<file path="config.mk">
export PLATFORM = sky130hd
export DESIGN_NAME = sync_rate_counter
export DESIGN_NICKNAME = d
export VERILOG_FILES = /design/src/rtl/src_pkg.sv /design/src/rtl/src_edge_sync.sv /design/src/rtl/src_prescaler.sv /design/src/rtl/src_channel.sv /design/src/rtl/sync_rate_counter.sv
export SDC_FILE = /design/constraint.sdc
export NUM_CORES = 1
export LEC_CHECK = 0
export BUFFER_PORTS_ARGS = -buffer_cell sky130_fd_sc_hd__buf_4
export CORE_ASPECT_RATIO = 1.5
export CORE_MARGIN = 2
export CORE_UTILIZATION = 35
export CTS_BUF_LIST = sky130_fd_sc_hd__clkbuf_4 sky130_fd_sc_hd__clkbuf_8 sky130_fd_sc_hd__clkbuf_16
export DETAILED_ROUTE_END_ITERATION = 7
export PLACE_DENSITY = 0.57
export SYNTH_ARGS = -nofsm -noshare
export SYNTH_HDL_FRONTEND = slang
export SYNTH_SLANG_ARGS = --single-unit
</file>
<file path="constraint.sdc">
create_clock -name clk -period 1.8 [get_ports clk]
set_input_delay 0.09 -clock clk [delete_from_list [all_inputs] [get_ports clk]]
set_output_delay 0.09 -clock clk [all_outputs]
set_load 0.02 [all_outputs]
</file>
<file path="src/rtl/src_pkg.sv">
package src_pkg;

    localparam int CNT_W     = 10;
    localparam int NUM_CH    = 2;
    localparam int NUM_FIXED = 4;
    localparam int RD_W      = 16;
    localparam int WD_W      = 8;

    typedef enum logic [2:0] {
        GS_FIX0  = 3'd0,
        GS_FIX1  = 3'd1,
        GS_FIX2  = 3'd2,
        GS_FIX3  = 3'd3,
        GS_VIDEO = 3'd4,
        GS_VSYNC = 3'd5,
        GS_OFF6  = 3'd6,
        GS_OFF7  = 3'd7
    } gate_src_e;

    typedef enum logic [1:0] {
        RA_SEL0 = 2'd0,
        RA_SEL1 = 2'd1,
        RA_RES0 = 2'd2,
        RA_RES1 = 2'd3
    } reg_addr_e;

    typedef logic [CNT_W-1:0] count_t;

    typedef struct packed {
        logic hs;
        logic vs;
        logic vid;
    } sync_vec_t;

    function automatic count_t sat_inc(count_t v, logic inc);
        if (v == '1) return v;
        return v + {{(CNT_W-1){1'b0}}, inc};
    endfunction

    function automatic logic is_external(gate_src_e s);
        return (s == GS_VIDEO) || (s == GS_VSYNC);
    endfunction

endpackage

</file>
<file path="src/rtl/src_edge_sync.sv">
module src_edge_sync #(
    parameter int WIDTH = 3
) (
    input  logic             clk,
    input  logic             rst,
    input  logic [WIDTH-1:0] din,
    output logic [WIDTH-1:0] rise
);
    logic [WIDTH-1:0] meta_q;
    logic [WIDTH-1:0] sync_q;
    logic [WIDTH-1:0] prev_q;

    always_ff @(posedge clk) begin
        if (rst) begin
            meta_q <= '0;
            sync_q <= '0;
            prev_q <= '0;
        end else begin
            meta_q <= din;
            sync_q <= meta_q;
            prev_q <= sync_q;
        end
    end

    genvar i;
    generate
        for (i = 0; i < WIDTH; i++) begin : g_rise
            assign rise[i] = sync_q[i] & ~prev_q[i];
        end
    endgenerate

    // a detected rising edge lasts exactly one cycle
    p_rise_single_r10: assert property (@(posedge clk) disable iff (rst)
        (rise != '0) |=> ((rise & $past(rise)) == '0));

endmodule

</file>
<file path="src/rtl/src_prescaler.sv">
module src_prescaler
    import src_pkg::*;
#(
    parameter int BASE_LOG2 = 10
) (
    input  logic                 clk,
    input  logic                 rst,
    input  logic                 en,
    input  logic                 tick,
    output logic [NUM_FIXED-1:0] gate
);
    localparam int PW = BASE_LOG2 + NUM_FIXED;

    logic [PW-1:0] pcnt_q;

    always_ff @(posedge clk) begin
        if (rst || !en) begin
            pcnt_q <= '0;
        end else if (tick) begin
            pcnt_q <= pcnt_q + 1'b1;
        end
    end

    genvar k;
    generate
        for (k = 0; k < NUM_FIXED; k++) begin : g_gate
            assign gate[k] = tick & (&pcnt_q[BASE_LOG2+k-1:0]);
        end
    endgenerate

    // prescaler held at zero while disabled
    p_presc_idle_r7: assert property (@(posedge clk) disable iff (rst)
        !en |=> (pcnt_q == '0));

    // prescaler only moves on tick cycles
    p_presc_tick_r2: assert property (@(posedge clk) disable iff (rst)
        (en && !tick) |=> (pcnt_q == $past(pcnt_q)) || !$past(en));

endmodule

</file>
<file path="src/rtl/src_channel.sv">
module src_channel
    import src_pkg::*;
(
    input  logic                 clk,
    input  logic                 rst,
    input  logic                 en,
    input  logic                 sel_wr,
    input  gate_src_e            sel_wdata,
    input  logic [NUM_FIXED-1:0] fixed_gate,
    input  logic                 hs_rise,
    input  logic                 vs_rise,
    input  logic                 vid_rise,
    output gate_src_e            sel_q,
    output count_t               result
);
    count_t cnt_q;
    logic   armed_q;
    logic   fix_hit;
    logic   ext_hit;
    logic   gate_end;
    logic   count_ok;

    always_comb begin
        fix_hit = 1'b0;
        ext_hit = 1'b0;
        case (sel_q)
            GS_FIX0:  fix_hit = fixed_gate[0];
            GS_FIX1:  fix_hit = fixed_gate[1];
            GS_FIX2:  fix_hit = fixed_gate[2];
            GS_FIX3:  fix_hit = fixed_gate[3];
            GS_VIDEO: ext_hit = vid_rise;
            GS_VSYNC: ext_hit = vs_rise;
            default:  ;
        endcase
        gate_end = fix_hit | (ext_hit & armed_q);
        count_ok = !is_external(sel_q) || armed_q;
    end

    always_ff @(posedge clk) begin
        if (rst) begin
            sel_q   <= GS_FIX0;
            cnt_q   <= '0;
            armed_q <= 1'b0;
            result  <= '0;
        end else begin
            if (sel_wr) sel_q <= sel_wdata;
            if (!en || sel_wr) begin
                cnt_q   <= '0;
                armed_q <= 1'b0;
            end else if (gate_end) begin
                result <= sat_inc(cnt_q, hs_rise);
                cnt_q  <= '0;
            end else if (ext_hit) begin
                armed_q <= 1'b1;
                cnt_q   <= '0;
            end else if (hs_rise && count_ok) begin
                cnt_q <= sat_inc(cnt_q, 1'b1);
            end
        end
    end

    // running count restarts from zero after an interval ends
    p_clear_after_gate_r1: assert property (@(posedge clk) disable iff (rst)
        (en && !sel_wr && gate_end) |=> (cnt_q == '0));

    // saturated count never wraps within an interval
    p_no_overflow_r4: assert property (@(posedge clk) disable iff (rst)
        (en && !sel_wr && !gate_end && cnt_q == '1) |=> (cnt_q == '1));

    // disabled block keeps results and holds the count at zero
    p_disabled_hold_r7: assert property (@(posedge clk) disable iff (rst)
        !en |=> ($stable(result) && cnt_q == '0));

    // no result before the arming edge
    p_unarmed_hold_r9: assert property (@(posedge clk) disable iff (rst)
        (is_external(sel_q) && !armed_q) |=> $stable(result));

    // unused codes never update the result
    p_idle_code_r3: assert property (@(posedge clk) disable iff (rst)
        (sel_q == GS_OFF6 || sel_q == GS_OFF7) |=> $stable(result));

    // a select write clears the running count
    p_sel_wr_clear_r10: assert property (@(posedge clk) disable iff (rst)
        sel_wr |=> (cnt_q == '0));

endmodule

</file>
<file path="src/rtl/sync_rate_counter.sv">
module sync_rate_counter
    import src_pkg::*;
#(
    parameter int BASE_LOG2 = 10
) (
    input  logic            clk,
    input  logic            rst,
    input  logic            cnt_en,
    input  logic            presc_tick,
    input  logic            hsync_in,
    input  logic            vsync_in,
    input  logic            video_in,
    input  logic [1:0]      reg_addr,
    input  logic            reg_wr,
    input  logic [WD_W-1:0] reg_wdata,
    output logic [RD_W-1:0] reg_rdata
);
    sync_vec_t            raw_v;
    sync_vec_t            rise_v;
    logic [NUM_FIXED-1:0] fixed_gate;
    logic [NUM_CH-1:0]    sel_wr;
    gate_src_e            sel_q  [NUM_CH];
    count_t               res_q  [NUM_CH];
    gate_src_e            wsel;

    assign raw_v.hs  = hsync_in;
    assign raw_v.vs  = vsync_in;
    assign raw_v.vid = video_in;
    assign wsel      = gate_src_e'(reg_wdata[2:0]);

    src_edge_sync #(.WIDTH(3)) u_sync (
        .clk  (clk),
        .rst  (rst),
        .din  (raw_v),
        .rise (rise_v)
    );

    src_prescaler #(.BASE_LOG2(BASE_LOG2)) u_presc (
        .clk  (clk),
        .rst  (rst),
        .en   (cnt_en),
        .tick (presc_tick),
        .gate (fixed_gate)
    );

    genvar c;
    generate
        for (c = 0; c < NUM_CH; c++) begin : g_ch
            assign sel_wr[c] = reg_wr && (reg_addr == 2'(c));

            src_channel u_ch (
                .clk        (clk),
                .rst        (rst),
                .en         (cnt_en),
                .sel_wr     (sel_wr[c]),
                .sel_wdata  (wsel),
                .fixed_gate (fixed_gate),
                .hs_rise    (rise_v.hs),
                .vs_rise    (rise_v.vs),
                .vid_rise   (rise_v.vid),
                .sel_q      (sel_q[c]),
                .result     (res_q[c])
            );
        end
    endgenerate

    always_comb begin
        reg_rdata = '0;
        case (reg_addr_e'(reg_addr))
            RA_SEL0: reg_rdata[2:0]       = sel_q[0];
            RA_SEL1: reg_rdata[2:0]       = sel_q[1];
            RA_RES0: reg_rdata[CNT_W-1:0] = res_q[0];
            RA_RES1: reg_rdata[CNT_W-1:0] = res_q[1];
            default: ;
        endcase
    end

    // a write to a select address is reflected on read of that address
    p_sel_readback_r5: assert property (@(posedge clk) disable iff (rst)
        (reg_wr && reg_addr == 2'd0) |=> (sel_q[0] == $past(wsel)));

endmodule

</file>
==> results.ini <==
[worst_setup_path]
r2r_setup_slack_ps = 70
end_kind = flip-flop
path_class = reg2reg
cp.required_ps = 2060
start_kind = flip-flop
reg2reg_depth = 7
crit_path_max_fanout = 4
arrival_ps = 2000
r2r-end = g_ch[0].u_ch.result[9]
r2r_start = u_sync.prev_q[2]

[layout]
postLayoutCoreUtil_pct = 46.1
num_antenna_cells = 0
area_growth_pct = 28.0
drive_gt1_share_pct = 26.5
fin_nets = 492

[power]
p_per_area_nw_per_um2 = 746
ir_drop_mv = 0.488
p_leak_uw = 0.00167

[clock_network]
cts.path.max_buffers = 2
clk_pin_slew_worst_paths_ps = 60
cts_made_buffers = 9
cts_tree = done
cts.sinks = 70
h-tree-depth = 3
cts-root-buf = clkbuf_16
clk_latency_ps = 340

[floorplan]
initial_core_util_pct = 36.0
rows = 45
die-area_um2 = 11300
die_h_um = 129
core_area_um2 = 10100
fp.dieW_um = 87.4
ios = 34

[logic_synthesis]
synth.distinct_cells = 58
ys.warnings.count = 0
yosysTopAreaCell = dfxtp_1
synth_edf_count = 0
synth_area_leaders = dfxtp_1, nor2_1, xnor2_1, mux2i_1, nor2b_1
async_flop_share_pct = 0
synth_area_um2 = 3650
yosysSeqAreaShare_pct = 38.4
synth_most_common_cell = dfxtp_1
synth-main-ff-cell = dfxtp_1
synthCells = 407
yosys-top-cells-count = dfxtp_1, nor2_1, nand2_1
postSynthAreaPerCell_um2 = 8.96
synth-seq-cells = 70
yosysTopAreaCellShare_pct = 38.4

[timing]
max_freq_mhz = 576
finalSetupViolCount = 0
maxSlewViolCount = 0
clock_skew_ps = 5.86
fin_hold_ws_ps = 6.88
hold_viol = 0
finalCritPeriodShare_pct = 96.4
period_needed_ps = 1730

[global_route]
grt_pass1_vias = 3031
antenna_found_initial = 0
grt_pass1_wl_um = 14600
grt_overflow_total = 0
grt_max_degree = 31
track_usage_pct = 16.7

[min_path]
hp-start = reg_wdata[2]
whs_path_depth = 3
min_to = g_ch[0].u_ch.sel_q[2]
min_path_type = in2reg

[drt]
wl_met1_um = 3680
wl_met3_um = 248
ant_nets = 0
top_layer_used = met4
dr.first_iter.drc_count = 114
vias = 3106
wirelength_um = 8680
drc = 0
wl_per_cell_um = 14.7
vias_per_cell = 5.27
wl_met2_um = 4580
dr.pass1.iters = 4

[outcome]
status = completed

[run]
drv_cap = 0

[placed_design]
dp_hpwl_um = 6270
portBuffers = 22
gp_congestion = 0.849

==> cell type report <==
type,instances,area [um^2]
Clock buffer,13,274
Multi-Input combinational cell,314,2230
Timing Repair Buffer,68,574
Tap cell,117,146
Inverter,4,15.0
Sequential cell,70,1410
Fill cell,980,5470
Clock inverter,3,17.5
==> placed cells by master (no fill, tap or decap), types with 5 or more instances in the layout <==
| cell | netlist | final |
|---|---|---|
| a21oi_1 | 20 | 20 |
| buf_4 | 8 | 59 |
| clkbuf_16 | 0 | 9 |
| conb_1 | 1 | 6 |
| dfxtp_1 | 70 | 64 |
| dfxtp_2 | 0 | 6 |
| mux2i_1 | 16 | 16 |
| nand2_1 | 25 | 25 |
| nand3_1 | 18 | 17 |
| nand4_1 | 11 | 11 |
| nor2_1 | 49 | 46 |
| nor2b_1 | 21 | 20 |
| nor3_1 | 8 | 7 |
| o2111ai_1 | 5 | 5 |
| o21ai_0 | 19 | 18 |
| o311a_1 | 5 | 5 |
| or3b_1 | 6 | 5 |
| xnor2_1 | 21 | 21 |
| xor2_1 | 13 | 13 |
==> state kept, by name, indices dropped and copies added, names as in the netlist <==
register           flops
g_ch.u_ch.armed_q      2
g_ch.u_ch.sel_q        6
g_ch.u_ch.cnt_q       20
u_presc.pcnt_q        13
u_sync.meta_q          3
u_sync.sync_q          3
g_ch.u_ch.result      20
u_sync.prev_q          3
==> kinds of logic (layout without fill, tap and decap cells) <==
family,count (synthesis),count (layout),synth area share [%]
AND/OR/NAND/NOR,170,170,25.9
AO/OA/AOI/OAI,77,77,14.3
flip-flops,70,70,38.4
XOR/XNOR,34,34,8.16
buffers and inverters,28,88,4.19
multiplexers,20,20,6.55
adder cells (fa/ha/maj),7,7,2.40
other,1,6,0.103
==> stage by stage <==
step	setup TNS [ps]	setup slack [ps]	power [uW]	area, um^2	instances
CTS	0	3.75	3510	4540	585
finish	0	65.4	3480	4670	589
global placement	-91.6	-61.5	1790	4180	565
detailed placement	-241	-123	1790	4180	565
global route	-90.8	-82.5	3640	4670	589
floorplan	0	74.9	1720	3670	412
==> what timing repair did <==
| action | in CTS | in global routing |
|---|---|---|
| setup buffers | 0 | 4 |
| gates resized for setup | 7 | 28 |
| hold buffers | 4 | 0 |
| setup endpoints to repair | 7 | 30 |
| pin swaps | 2 | 16 |
| endpoints found under the hold margin | 4 | 0 |
==> how the worst max path moves through the flow <==
stage / start / end / slack, ps / depth (start not counted)
after global routing: u_sync.prev_q[2] / g_ch[0].u_ch.result[9] / -80 / 7
final: u_sync.prev_q[2] / g_ch[0].u_ch.result[9] / 70 / 7
after detailed placement: u_sync.prev_q[2] / g_ch[0].u_ch.result[6] / -120 / 8
after global placement: u_sync.prev_q[2] / g_ch[0].u_ch.result[6] / -60 / 8
after floorplan: u_sync.prev_q[2] / g_ch[0].u_ch.result[6] / 70 / 8
after CTS: g_ch[0].u_ch.cnt_q[0] / g_ch[0].u_ch.result[7] / 4 / 6
==> routing by layer <==
| metal | up-vias | track usage, % |
|---|---|---|
| met4 | 0 | 7.06 |
| met2 | 38 | 28.7 |
| met1 | 1481 | 19.2 |
| met5 | - | 0 |
| li1 | 1572 | - |
| met3 | 15 | 4.52 |
==> critical path: stages (launching register included) <==
cell,delay [ps]
dfxtp_1,290
and2b_4,290
ha_4,160
nand3_1,170
nor3_1,260
xor2_1,210
o22ai_1,110
a21oi_1,160
==> report_power, final <==
group	internal (uW)	total [uW]	switching, uW
sequential	1570	1580	11.0
combinational	89.6	196	106
clock	1060	1710	655
No activity file was read; power rests on OpenSTA's default activity.
